`src/rtl/useq_pkg.sv`:
```
package useq_pkg;
  localparam int INSTR_W = 8;
  localparam int OUT_W   = INSTR_W - 1;
  localparam int OFF_W   = 3;
  localparam int SEL_W   = 3;
  localparam int COND_N  = 1 << SEL_W;

  typedef enum logic {
    OP_DRIVE  = 1'b0,
    OP_BRANCH = 1'b1
  } op_kind_e;

  typedef struct packed {
    op_kind_e           kind;
    logic               want_one;
    logic [SEL_W-1:0]   sel;
    logic [OFF_W-1:0]   tgt;
    logic [OUT_W-1:0]   operand;
  } uinstr_t;
endpackage

```
`src/rtl/useq_decode.sv`:
```
module useq_decode
  import useq_pkg::*;
(
  input  logic [INSTR_W-1:0] instr,
  output uinstr_t            dec
);
  always_comb begin
    dec.kind     = op_kind_e'(instr[INSTR_W-1]);
    dec.want_one = instr[INSTR_W-2];
    dec.sel      = instr[OFF_W+SEL_W-1:OFF_W];
    dec.tgt      = instr[OFF_W-1:0];
    dec.operand  = instr[OUT_W-1:0];
  end
endmodule

```
`src/rtl/useq_cond_select.sv`:
```
module useq_cond_select
  import useq_pkg::*;
(
  input  logic [COND_N-1:0] cond,
  input  logic [SEL_W-1:0]  sel,
  input  logic              want_one,
  input  logic              is_branch,
  output logic              taken
);
  logic [COND_N-1:0] hit;
  logic              cond_bit;

  for (genvar g = 0; g < COND_N; g++) begin : g_hit
    assign hit[g] = (sel == SEL_W'(g)) & cond[g];
  end

  assign cond_bit = |hit;
  assign taken    = is_branch & (cond_bit == want_one);
endmodule

```
`src/rtl/useq_pc.sv`:
```
module useq_pc
  import useq_pkg::*;
#(
  parameter int ADDR_W = 6
) (
  input  logic              clk,
  input  logic              rst,
  input  logic              jump,
  input  logic [OFF_W-1:0]  tgt,
  output logic [ADDR_W-1:0] addr
);
  localparam int PAGE_W = ADDR_W - OFF_W;

  logic [PAGE_W-1:0] page_q, page_d;
  logic [OFF_W-1:0]  off_q, off_d;
  logic [OFF_W-1:0]  off_inc;
  logic              carry;

  always_comb begin
    {carry, off_inc} = {1'b0, off_q} + (OFF_W+1)'(1);
    if (jump) begin
      off_d  = tgt;
      page_d = page_q;
    end else begin
      off_d  = off_inc;
      page_d = page_q + PAGE_W'(carry);
    end
  end

  always_ff @(posedge clk) begin
    if (rst) begin
      page_q <= '0;
      off_q  <= '0;
    end else begin
      page_q <= page_d;
      off_q  <= off_d;
    end
  end

  assign addr = {page_q, off_q};

  // a jump never leaves the current page
  a_r8_page_kept: assert property (@(posedge clk) disable iff (rst)
    jump |=> page_q == $past(page_q));

  // sequential flow from offset 7 lands on offset 0
  a_r8_offset_wrap: assert property (@(posedge clk) disable iff (rst)
    (!jump && off_q == '1) |=> off_q == '0);
endmodule

```
`src/rtl/useq_outreg.sv`:
```
module useq_outreg
  import useq_pkg::*;
#(
  parameter logic [OUT_W-1:0] POL_MASK = '0
) (
  input  logic             clk,
  input  logic             rst,
  input  logic             load,
  input  logic [OUT_W-1:0] operand,
  output logic [OUT_W-1:0] lines
);
  for (genvar b = 0; b < OUT_W; b++) begin : g_line
    logic q;
    always_ff @(posedge clk) begin
      if (rst)       q <= POL_MASK[b];
      else if (load) q <= operand[b] ^ POL_MASK[b];
    end
    assign lines[b] = q;
  end

  // lines hold whenever no drive instruction retires
  a_r3_hold: assert property (@(posedge clk) disable iff (rst)
    !load |=> $stable(lines));
endmodule

```
`src/rtl/bytecode_sequencer.sv`:
```
module bytecode_sequencer
  import useq_pkg::*;
#(
  parameter int               ADDR_W   = 6,
  parameter logic [OUT_W-1:0] POL_MASK = 7'h45
) (
  input  logic                clk,
  input  logic                rst,
  input  logic [COND_N-1:0]   cond_in,
  output logic [ADDR_W-1:0]   rom_addr,
  input  logic [INSTR_W-1:0]  rom_data,
  output logic [OUT_W-1:0]    ctrl_out
);
  uinstr_t dec;
  logic    is_branch;
  logic    taken;

  useq_decode u_decode (
    .instr (rom_data),
    .dec   (dec)
  );

  assign is_branch = (dec.kind == OP_BRANCH);

  useq_cond_select u_cond (
    .cond      (cond_in),
    .sel       (dec.sel),
    .want_one  (dec.want_one),
    .is_branch (is_branch),
    .taken     (taken)
  );

  useq_pc #(.ADDR_W(ADDR_W)) u_pc (
    .clk  (clk),
    .rst  (rst),
    .jump (taken),
    .tgt  (dec.tgt),
    .addr (rom_addr)
  );

  useq_outreg #(.POL_MASK(POL_MASK)) u_out (
    .clk     (clk),
    .rst     (rst),
    .load    (!is_branch),
    .operand (dec.operand),
    .lines   (ctrl_out)
  );

  // reset state
  a_r1_reset_state: assert property (@(posedge clk)
    rst |=> (rom_addr == '0 && ctrl_out == POL_MASK));

  // drive instruction lands masked operand on the lines
  a_r2_drive: assert property (@(posedge clk) disable iff (rst)
    !rom_data[INSTR_W-1] |=> ctrl_out == ($past(rom_data[OUT_W-1:0]) ^ POL_MASK));

  // drive instruction steps the address by one
  a_r4_step: assert property (@(posedge clk) disable iff (rst)
    !rom_data[INSTR_W-1] |=> rom_addr == ADDR_W'($past(rom_addr) + 1'b1));

  // branches never touch the lines
  a_r3_branch_hold: assert property (@(posedge clk) disable iff (rst)
    rom_data[INSTR_W-1] |=> $stable(ctrl_out));

  // a matching condition loads the in-page target
  a_r5_r6_taken: assert property (@(posedge clk) disable iff (rst)
    (rom_data[INSTR_W-1] && cond_in[rom_data[5:3]] == rom_data[6])
      |=> rom_addr == {$past(rom_addr[ADDR_W-1:OFF_W]), $past(rom_data[OFF_W-1:0])});

  // a mismatching condition falls through
  a_r7_fall_through: assert property (@(posedge clk) disable iff (rst)
    (rom_data[INSTR_W-1] && cond_in[rom_data[5:3]] != rom_data[6])
      |=> rom_addr == ADDR_W'($past(rom_addr) + 1'b1));
endmodule

```
`config.mk`:
```
export PLATFORM = sky130hd
export DESIGN_NAME = bytecode_sequencer
export DESIGN_NICKNAME = d
export VERILOG_FILES = /design/src/rtl/useq_pkg.sv /design/src/rtl/useq_decode.sv /design/src/rtl/useq_cond_select.sv /design/src/rtl/useq_pc.sv /design/src/rtl/useq_outreg.sv /design/src/rtl/bytecode_sequencer.sv
export SDC_FILE = /design/constraint.sdc
export NUM_CORES = 1
export LEC_CHECK = 0
export BUFFER_PORTS_ARGS = -buffer_cell sky130_fd_sc_hd__buf_2
export CAP_MARGIN = 20
export CORE_ASPECT_RATIO = 1.1
export CORE_MARGIN = 4
export CORE_UTILIZATION = 42
export DETAILED_ROUTE_END_ITERATION = 6
export PLACE_DENSITY = 0.86
export SETUP_SLACK_MARGIN = 0.02
export SYNTH_ARGS = -nofsm -noshare
export SYNTH_HDL_FRONTEND = slang
export SYNTH_SLANG_ARGS = --single-unit
```
`constraint.sdc`:
```
create_clock -name clk -period 1.55 [get_ports clk]
set_input_delay 0.0775 -clock clk [delete_from_list [all_inputs] [get_ports clk]]
set_output_delay 0.0775 -clock clk [all_outputs]
set_load 0.01 [all_outputs]
```
==> results of run 1 <==
metal layers:
layer | global-route usage | up-vias
met5 | 0 | -
met4 | 0.0717 | 0
met3 | 0.0338 | 0
met2 | 0.241 | 14
met1 | 0.138 | 296
li1 | - | 322
power groups by stage:
stage / Clock [mW] / Sequential, mW / Combinational [mW]
detailed placement: 0 / 0.376 / 0.193
finish: 0.219 / 0.370 / 0.202
CTS: 0.230 / 0.369 / 0.194
floorplan: 0 / 0.383 / 0.121
global route: 0.240 / 0.373 / 0.225
global placement: 0 / 0.376 / 0.187
final timing paths:
kind                             startpoint                              to  slack [ns]
max                             rom_data[5]        u_pc.off_q[2]$_SDFF_PP0_        0.06
max reg2reg        u_pc.off_q[2]$_SDFF_PP0_     u_pc.page_q[2]$_SDFFE_PP0N_        0.13
min                             rom_data[1]  u_out.g_line[1].q$_SDFFE_PP0N_        0.04
min reg2reg  u_out.g_line[0].q$_SDFFE_PP1N_  u_out.g_line[0].q$_SDFFE_PP1N_        0.48
Yosys cell counts (all sizes together):
cell type and n:
clkbuf 3, xnor2 1, or4 1, mux4 1, nor3b 1, nor2 10, inv 3, nand2 3
mux2i 11, nand2b 11, o21ai 1, nand4 1, dfxtp 13, nor4b 1, buf 7, nor3 1
ha 3, and3 1, mux2 6, or3 1
sequential cells by signal, summed over array words and instances, names as in the netlist:
name	flops
u_out.g_line.q	7
u_pc.off_q	3
u_pc.page_q	3
cell type report:
type / instances / area share
clock inverters: 1 / 0.00499
inverters: 3 / 0.0112
multi-input cells: 54 / 0.482
repair buffers: 35 / 0.194
clock buffers: 3 / 0.0225
flip-flops and latches: 13 / 0.263
well taps: 18 / 0.0225
stage by stage:
step / setup slack, ns / hold WS [ns] / area [um^2] / utilization
6_report: 0.0609 / 0.0390 / 1000 / 0.569
5_1_grt: 0.0216 / 0.0660 / 1000 / 0.569
4_1_cts: 0.0305 / 0.0269 / 955 / 0.542
3_5_place_dp: -0.246 / 0.332 / 927 / 0.526
3_3_place_gp: -0.197 / 0.327 / 927 / 0.526
2_1_floorplan: -0.0467 / 0.221 / 788 / -
kinds of logic (layout without fill, tap and decap cells):
logic type / after synthesis / after routing / share of synthesized area
xor gates and xnor gates: 1 / 1 / 0.0113
buffers and inverters: 13 / 42 / 0.0971
DFF: 13 / 13 / 0.337
AOI/OAI and AO/OA: 1 / 1 / 0.00647
muxes: 18 / 18 / 0.285
and+or+nand+nor: 31 / 31 / 0.215
adders and majority gates: 3 / 3 / 0.0485
worst register-to-register path, stage by stage (launching register included):
cell and delay, ns:
dfxtp_2 0.34, and3_4 0.18, ha_4 0.13, ha_4 0.12, nand2b_1 0.07, or3_2 0.44, nand4_1 0.07
what timing repair did:
item                                    CTS  global route
endpoints found under the setup margin    0             3
buffers inserted                          0             1
hold buffers                              0             0
resized for setup                         0            10
==> impl_metrics.csv, run 1 <==
group,metric,value,unit
clock_network,cts_made_buffers,3,
critical_path,crit_fanout,5,
sta,rsz0062_at_grt,"false",
clock_network,path_clk_slew,0.09,ns
synth,yosys.area.top_type,"dfxtp_1",
cells_and_area,final_common_cell,"buf_2",
detailed_routing,ant_nets,0,
floorplanning,core_area,1760,um^2
job,drv_cap,0,
detailed_routing,dr_wl_met2,815,um
floorplanning,row_count,16,
power_and_ir_drop,p_switching,0.220,mW
cells_and_area,stdcell_count,127,
synth,ys_warn_count,0,
critical_path,max_stage_delay,0.54,ns
detailed_routing,route.layer.met1.wl,608,um
grt,grt.overflow.total,0,
sta,setup_viol,0,
sta,worst_slew_pin_slew,0.322,ns
detailed_routing,vias,632,
critical_path,cp_top_family,"multiplexers",
cells_and_area,multi_input_area,483,um^2
power_and_ir_drop,power.leakage,0.490,nW
cells_and_area,layout.nets,131,
clock_network,htree_levels,1,
detailed_routing,vias_per_cell,4.98,
clock_network,cts_root_buffer,"clkbuf_4",
power_and_ir_drop,clock_power_share,0.276,
synth,synthesis.nets,101,
sta,tns,0,ns
clock_network,clockBufferDepth,2,
grt,grt_pass1_vias,642,
synth,synth_seq_cells,13,
min_path,worstHoldPathCells,3,
detailed_routing,wl_met3,86,um
power_and_ir_drop,intPower,0.571,mW
critical_path,path_class,"primary input to flip-flop",
power_and_ir_drop,seq_power_share,0.468,
place,gp_congestion,0.775,
synth,synth_area_leaders,"dfxtp_1 34%, mux2i_1 13%, nand2b_1 8.9%, buf_4 6.8%, ha_1 4.9%",
grt,grt_util_all_layers,0.132,
min_path,hp-class,"primary input to flip-flop",
grt,antenna_found_initial,0,
sta,hold_viol,0,
power_and_ir_drop,p_sw_frac,0.278,
critical_path,slowest_stage,"mux4_2",
power_and_ir_drop,power,0.791,mW
sta,period_share,0.961,
floorplanning,fp.dieH,53,um
cells_and_area,area_delta_synth_final,29.6,%
run_status,status,"finished, final reports clean",
detailed_routing,dr.pass1.iters,4,
place,port_buffers,30,
cells_and_area,layout_common_cells,"29 x buf_2, 11 x nand2b_1, 10 x mux2i_1, 10 x nor2_1, 10 x dfxtp_1",
detailed_routing,routed_wl,1510,um
sta,finalMaxSlewViolations,0,
critical_path,start_kind,"primary input",
detailed_routing,routedWlPerCell,11.9,um
synth,ys_seq_area_frac,0.337,
critical_path,rr_worst_depth,6,
power_and_ir_drop,power_frac_comb,0.256,
synth,syn_area,773,um^2
power_and_ir_drop,ir_drop,567,uV
floorplanning,start_util,0.439,
synth,ys_types,23,
critical_path,cp_common_cell,"mux2_4",
power_and_ir_drop,powerDensity,789,nW/um^2
grt,grt_max_degree,23,
critical_path,arrival,1.66,ns
critical_path,cp.required,1.72,ns
synth,synth_top_area_share,0.337,
cells_and_area,drive_gt1_frac,0.495,
critical_path,worst_setup_path_end_kind,"flip-flop",
synth,syn_area_per_cell,9.67,um^2
floorplanning,die-area,2590,um^2
synth,syn_inst,80,
sta,fin_crit,1.49,ns
clock_network,cts_tree,"done",
critical_path,crit_chain,"clkbuf_4, mux2_4, mux4_2, mux2i_4, mux2_4",
clock_network,clock_latency,0.28,ns
place,hpwl,1190,um
detailed_routing,route.detailed.drc,0,
critical_path,worst-path-buf-inv,1,
detailed_routing,drt-initial-drc-count,8,
floorplanning,die_x,48.9,um
cells_and_area,antennaDiodeCount,0,
floorplanning,boundaryPins,31,
detailed_routing,routed.top_layer,"met3",
sta,finClkSkew,0.00522,ns
cells_and_area,seqCellArea,264,um^2
critical_path,cp.depth,5,
sta,maxSlewHeadroom,0.785,
sta,max_freq,672,MHz
place,placedCellCount,122,
grt,grt_pass1_wl,2670,um
clock_network,clock_sinks,13,
cells_and_area,n_fill_cell,156,
No activity file was read; power rests on OpenSTA's default activity.
==> run 2, diff against run 1 <==
--- a/config.mk
+++ b/config.mk
@@ -11,8 +11,9 @@
 export CORE_MARGIN = 4
 export CORE_UTILIZATION = 42
 export DETAILED_ROUTE_END_ITERATION = 6
-export PLACE_DENSITY = 0.86
+export PLACE_DENSITY = 0.85
 export SETUP_SLACK_MARGIN = 0.02
 export SYNTH_ARGS = -nofsm -noshare
 export SYNTH_HDL_FRONTEND = slang
+export SYNTH_HIERARCHICAL = 1
 export SYNTH_SLANG_ARGS = --single-unit
==> run 2 against run 1 <==
Compared with the run above: critical path depth rose by 1; sequential share of layout area up 5.9 points; power fell by 9.0%; highest routed layer is now met4; critical endpoint is now u_pc/page_q[2]$_SDFFE_PP0N_.
==> impl_metrics.csv, run 2 <==
group,metric,value,unit
critical_path,r2r-start,"u_pc/off_q[1]$_SDFF_PP0_",
min_path,hold-path-endpoint,"u_pc/off_q[0]$_SDFF_PP0_",
place,port_buffers,30,
critical_path,crit_fanout,3,
critical_path,path_class,"flip-flop to flip-flop",
floorplanning,core_area,1780,um^2
sta,finClkSkew,0.000770,ns
cells_and_area,multi_input_area,337,um^2
cells_and_area,final_common_cell,"buf_2",
grt,grt_max_degree,14,
floorplanning,die_x,49.4,um
power_and_ir_drop,powerDensity,892,nW/um^2
cells_and_area,seqCellArea,260,um^2
place,hpwl,1100,um
critical_path,worst_setup_path_end_kind,"flip-flop",
detailed_routing,routedWlPerCell,12.7,um
place,detailed_place.area,781,um^2
clock_network,htree_levels,1,
clock_network,clock_latency,0.28,ns
critical_path,r2r_slack,0.24,ns
clock_network,ctsHoldBuffers,0,
critical_path,crit_chain,"and3_1, ha_1, ha_1, nor2b_4, xnor2_1, nor2_1",
synth,syn_area,793,um^2
cells_and_area,area_delta_synth_final,1.73,%
sta,fin_crit,1.31,ns
sta,finalMaxSlewViolations,0,
critical_path,start_kind,"flip-flop",
synth,ys_warn_count,6,
floorplanning,row_count,16,
min_path,hp-class,"primary input to flip-flop",
sta,period_share,0.844,
detailed_routing,drt-initial-drc-count,9,
detailed_routing,vias,525,
power_and_ir_drop,power.leakage,0.429,nW
cells_and_area,reg_top3,"u_out/g_line.q (7), u_pc/off_q (3), u_pc/page_q (3)",
floorplanning,start_util,0.445,
sta,max_freq,764,MHz
grt,grt.overflow.total,0,
synth,ys_types,18,
critical_path,reg2reg_to,"u_pc/page_q[2]$_SDFFE_PP0N_",
synth,ys_seq_area_frac,0.328,
floorplanning,fp.dieH,53.6,um
synth,syn_area_per_cell,9.56,um^2
grt,grt_pass1_vias,566,
detailed_routing,route.detailed.drc,0,
synth,synth_area_leaders,"dfxtp_1 33%, buf_4 21%, mux2i_1 16%, nor2_1 5.2%, ha_1 4.7%",
clock_network,cts_tree,"done",
clock_network,path_clk_slew,0.08,ns
run_status,status,"finished, final reports clean",
critical_path,worst-path-buf-inv,0,
place,gp_congestion,0.705,
synth,synth-edff-count,0,
critical_path,max_stage_delay,0.33,ns
synth,synth_top_area_share,0.328,
cells_and_area,antennaDiodeCount,0,
sta,rsz0062_at_grt,"false",
floorplanning,die-area,2650,um^2
cells_and_area,fin_area,807,um^2
synth,synth_most_common_cell,"buf_4",
critical_path,cp_common_cell,"ha_1",
grt,grt_util_all_layers,0.114,
synth,synth_seq_cells,13,
cells_and_area,n_fill_cell,176,
critical_path,cp.required,1.72,ns
clock_network,cts_made_buffers,3,
floorplanning,boundaryPins,31,
critical_path,arrival,1.48,ns
detailed_routing,ant_nets,0,
grt,grt_pass1_wl,2240,um
grt,antenna_found_initial,0,
cells_and_area,layout.nets,115,
place,pre_cts_ws,-0.0142,ns
min_path,min-delay-start,"rom_data[0]",
synth,yosys.area.top_type,"dfxtp_1",
cells_and_area,regMostFlops,"u_out/g_line.q",
clock_network,cts.repair.resized,0,
clock_network,post_cts_buffers,0,
min_path,worstHoldPathCells,3,
critical_path,cp_top_family,"simple AND/OR/NAND/NOR gates",
clock_network,clockBufferDepth,2,
sta,layout_setup_ws,0.242,ns
clock_network,clock_sinks,13,
synth,synthesis.nets,104,
sta,hold_viol,0,
detailed_routing,routed_wl,1410,um
synth,ys_top_cells_by_count,"22 x buf_4, 13 x dfxtp_1, 13 x mux2i_1",
clock_network,cts_root_buffer,"clkbuf_4",
job,drv_cap,0,
sta,worst_slew_pin_slew,0.336,ns
cells_and_area,layout_common_cells,"30 x buf_2, 13 x mux2i_1, 13 x dfxtp_1, 11 x nor2_1, 4 x nand2_1",
critical_path,rr_worst_depth,6,
detailed_routing,dr.pass1.iters,3,
synth,async_flop_share,0,
sta,setup_viol,0,
synth,synth_ff_type,"dfxtp_1",
synth,syn_inst,83,
cells_and_area,largest_register_ffs,7,
critical_path,slowest_stage,"dfxtp_1",
cells_and_area,drive_gt1_frac,0.387,
detailed_routing,vias_per_cell,4.73,
sta,maxSlewHeadroom,0.776,
power_and_ir_drop,ir_drop,435,uV
==> run 2: changes by cell type after synthesis, sizes merged, moves of 2 or more <==
cell    before  now
inv          3    1
a21o         0    3
mux2         6    0
clkbuf       3    1
or2          0    3
mux2i       11   13
nand2b      11    1
buf          7   24
==> run 2: final cells by class <==
class | count | area share
repair buffers | 31 | 0.195
multi-input cells | 44 | 0.417
clock buffers | 4 | 0.0326
inverters | 1 | 0.00465
flip-flops and latches | 13 | 0.322
well taps | 18 | 0.0279
==> run 2: stage by stage <==
step	hold slack, ns	utilization	setup TNS (ns)	total power [mW]	instances
after detailed placement	0.339	0.438	-0.0338	0.517	107
after global routing	0.0631	0.453	0	0.759	111
final	0.0458	0.453	0	0.720	111
after CTS	0.0392	0.453	0	0.737	111
after floorplan	0.144	-	0	0.506	83
after global placement	0.330	0.438	0	0.511	107
==> run 2: worst reg2reg max path, cell delays in order (launching register included) <==
cell     delay (ns)
dfxtp_1        0.33
and3_1         0.19
ha_1           0.18
ha_1           0.19
nor2b_4        0.13
xnor2_1        0.13
nor2_1         0.05
==> run 2: logic make-up after synthesis <==
kind of cell / after synthesis / synth area share
DFF: 13 / 0.328
and+or+nand+nor: 21 / 0.128
adders and majority gates: 3 / 0.0473
xor gates and xnor gates: 2 / 0.0221
AOI/OAI and AO/OA: 4 / 0.0347
muxes: 14 / 0.192
buffers and inverters: 26 / 0.248
==> run 2: worst max-delay path by stage <==
stage                                             end                startpoint  slack [ns]  cells past startpoint
after floorplan           u_pc/page_q[0]$_SDFFE_PP0N_               rom_data[5]       0.002                      8
after global placement    u_pc/page_q[1]$_SDFFE_PP0N_               rom_data[5]        0.02                      7
after detailed placement  u_pc/page_q[1]$_SDFFE_PP0N_               rom_data[5]       -0.01                      7
after CTS                 u_pc/page_q[2]$_SDFFE_PP0N_  u_pc/off_q[1]$_SDFF_PP0_        0.22                      6
after global routing      u_pc/page_q[2]$_SDFFE_PP0N_  u_pc/off_q[1]$_SDFF_PP0_        0.17                      6
final                     u_pc/page_q[2]$_SDFFE_PP0N_  u_pc/off_q[1]$_SDFF_PP0_        0.24                      6
==> run 2: power breakdown <==
| part | switching (mW) | leakage (nW) | internal, mW |
|---|---|---|---|
| registers | 0.0130 | 0.107 | 0.355 |
| clock network | 0.112 | 0.0150 | 0.100 |
| logic | 0.0687 | 0.307 | 0.0714 |
==> run 2: per-layer routing <==
metal	share of wire	up-vias	global-route usage	wire length [um]
met5	0	-	0	0
met4	0.024	0	0.0968	34
met3	0.076	3	0.0249	107
met2	0.53	20	0.228	749
met1	0.37	233	0.0964	516
li1	-	269	-	-
==> run 3, diff against run 2 <==
--- a/config.mk
+++ b/config.mk
@@ -9,9 +9,9 @@
 export CAP_MARGIN = 20
 export CORE_ASPECT_RATIO = 1.1
 export CORE_MARGIN = 4
-export CORE_UTILIZATION = 42
+export CORE_UTILIZATION = 47
 export DETAILED_ROUTE_END_ITERATION = 6
-export PLACE_DENSITY = 0.85
+export PLACE_DENSITY = 0.9
 export SETUP_SLACK_MARGIN = 0.02
 export SYNTH_ARGS = -nofsm -noshare
 export SYNTH_HDL_FRONTEND = slang
==> constraint.sdc (replaced) <==
create_clock -name clk -period 1.3 [get_ports clk]
set_input_delay 0.065 -clock clk [delete_from_list [all_inputs] [get_ports clk]]
set_output_delay 0.065 -clock clk [all_outputs]
set_load 0.01 [all_outputs]
==> run 3 against run 2 <==
Compared with the run above: largest power group unchanged; first-iteration DRC count is 33% higher; critical path type is now primary input to flip-flop; worst hold slack improved by 0.0067 ns; clock-buffer cell count stayed put; global-route usage up 1.8 points; register-to-register slack got worse by 0.18 ns.
==> impl_metrics.csv, run 3 (synthesized netlist as in run 2, its figures left out) <==
group,metric,value,unit
critical_path,worst_setup_path_end_kind,"flip-flop",
floorplanning,row_count,15,
clock_network,cts_made_buffers,3,
cells_and_area,layout_common_cells,"29 x buf_2, 12 x mux2i_1, 11 x nor2_1, 10 x dfxtp_1, 5 x buf_4",
grt,grt_util_all_layers,0.131,
sta,finalMaxSlewViolations,0,
cells_and_area,largest_register_ffs,7,
clock_network,clock_sinks,13,
sta,fin_crit,1.28,ns
sta,worst_slew_pin_slew,0.349,ns
sta,finClkSkew,0.00121,ns
floorplanning,core_area,1580,um^2
detailed_routing,route.detailed.drc,0,
critical_path,start_kind,"primary input",
cells_and_area,stdcell_count,114,
detailed_routing,drt-initial-drc-count,12,
floorplanning,boundaryPins,31,
critical_path,cp.required,1.47,ns
cells_and_area,final_common_cell,"buf_2",
sta,max_freq,778,MHz
run_status,status,"finished, final reports clean",
clock_network,cts_tree,"done",
clock_network,clockBufferDepth,2,
min_path,worstHoldPathCells,3,
detailed_routing,wl_met3,156,um
critical_path,path_class,"primary input to flip-flop",
clock_network,htree_levels,1,
grt,grt.overflow.total,0,
sta,rsz0062_at_grt,"true",
cells_and_area,fin_area,891,um^2
detailed_routing,ant_nets,0,
place,port_buffers,30,
critical_path,rr_worst_depth,6,
cells_and_area,regMostFlops,"u_out/g_line.q",
place,gp_congestion,0.685,
cells_and_area,antennaDiodeCount,0,
detailed_routing,route.layer.met1.wl,578,um
grt,grt_pass1_vias,533,
clock_network,clock_latency,0.28,ns
detailed_routing,vias_per_cell,5.08,
clock_network,cts_root_buffer,"clkbuf_4",
detailed_routing,routed_wl,1540,um
critical_path,arrival,1.45,ns
cells_and_area,layout.nets,119,
min_path,hp-class,"primary input to flip-flop",
detailed_routing,dr.pass1.iters,4,
cells_and_area,drive_gt1_frac,0.495,
place,placedCellCount,108,
detailed_routing,vias,579,
sta,hold_viol,0,
cells_and_area,reg_top3,"u_out/g_line.q (7), u_pc/off_q (3), u_pc/page_q (3)",
detailed_routing,dr_wl_met2,765,um
power_and_ir_drop,power.leakage,0.445,nW
sta,period_share,0.988,
place,hpwl,1050,um
floorplanning,die-area,2410,um^2
grt,antenna_found_initial,0,
grt,grt_pass1_wl,2210,um
clock_network,path_clk_slew,0.08,ns
place,detailed_place.area,795,um^2
power_and_ir_drop,ir_drop,551,uV
floorplanning,die_x,47.2,um
cells_and_area,area_delta_synth_final,12.3,%
cells_and_area,final_util,0.565,
power_and_ir_drop,powerDensity,1000,nW/um^2
detailed_routing,routedWlPerCell,13.5,um
grt,grt_max_degree,14,
critical_path,crit_fanout,7,
floorplanning,start_util,0.503,
floorplanning,fp.dieH,51.1,um
job,drv_cap,0,
sta,setup_viol,0,
detailed_routing,routed.top_layer,"met4",
sta,maxSlewHeadroom,0.767,
clock_network,ctsHoldBuffers,0,
run 3: cell types whose count changed in the layout (fill, tap and decap cells not counted), sizes merged:
| cell | previous run | this run |
|---|---|---|
| buf | 31 | 35 |
run 3: final timing paths:
kind	startpoint	to	slack, ns
worst max-delay path	rom_data[5]	u_pc/off_q[2]$_SDFF_PP0_	0.02
worst min-delay path	rom_data[1]	u_pc/off_q[1]$_SDFF_PP0_	0.05
worst max register to register	u_pc/off_q[0]$_SDFF_PP0_	u_pc/page_q[2]$_SDFFE_PP0N_	0.06
worst min register to register	u_out/g_line[5].q$_SDFFE_PP0P_	u_out/g_line[5].q$_SDFFE_PP0P_	0.50
run 3: through the flow:
step	power [mW]	hold WS (ns)	setup WS, ns	setup TNS [ns]
5_1_grt	0.943	0.0779	-0.0264	-0.0375
3_3_place_gp	0.616	0.320	-0.236	-1.31
3_5_place_dp	0.623	0.329	-0.259	-1.48
4_1_cts	0.885	0.0331	0.0240	0
6_report	0.895	0.0525	0.0150	0
2_1_floorplan	0.604	0.132	-0.236	-1.33
run 3: where the power goes:
| part | total, mW | internal (mW) | switching [mW] |
|---|---|---|---|
| combinational | 0.205 | 0.108 | 0.0968 |
| sequential | 0.439 | 0.425 | 0.0137 |
| clock | 0.250 | 0.119 | 0.131 |
run 3: cell type report:
| cell class | count | area (um^2) |
|---|---|---|
| fill | 153 | 686 |
| multi-input combinational | 44 | 378 |
| sequential | 13 | 264 |
| timing repair buffer | 35 | 198 |
| clock buffer | 4 | 26.3 |
| tap | 17 | 21.3 |
| inverter | 1 | 3.75 |
run 3: repair_timing:
action	in CTS	in global routing
resized for setup	2	12
endpoints found under the setup margin	1	6
pin swaps	0	4
setup buffers	1	1
hold endpoints to repair	0	0
run 3: critical path: stages:
cell and delay (ns):
buf_8 0.11, mux2i_1 0.11, mux4_2 0.48, mux2i_1 0.18
buf_4 0.21, mux2i_2 0.23, nor2_1 0.07
run 3: routing by layer:
metal  GRT usage  vias to the layer above
li1            -                      279
met1       0.147                      261
met2       0.219                       34
met3      0.0211                        5
met4      0.0829                        0
met5           0                        -
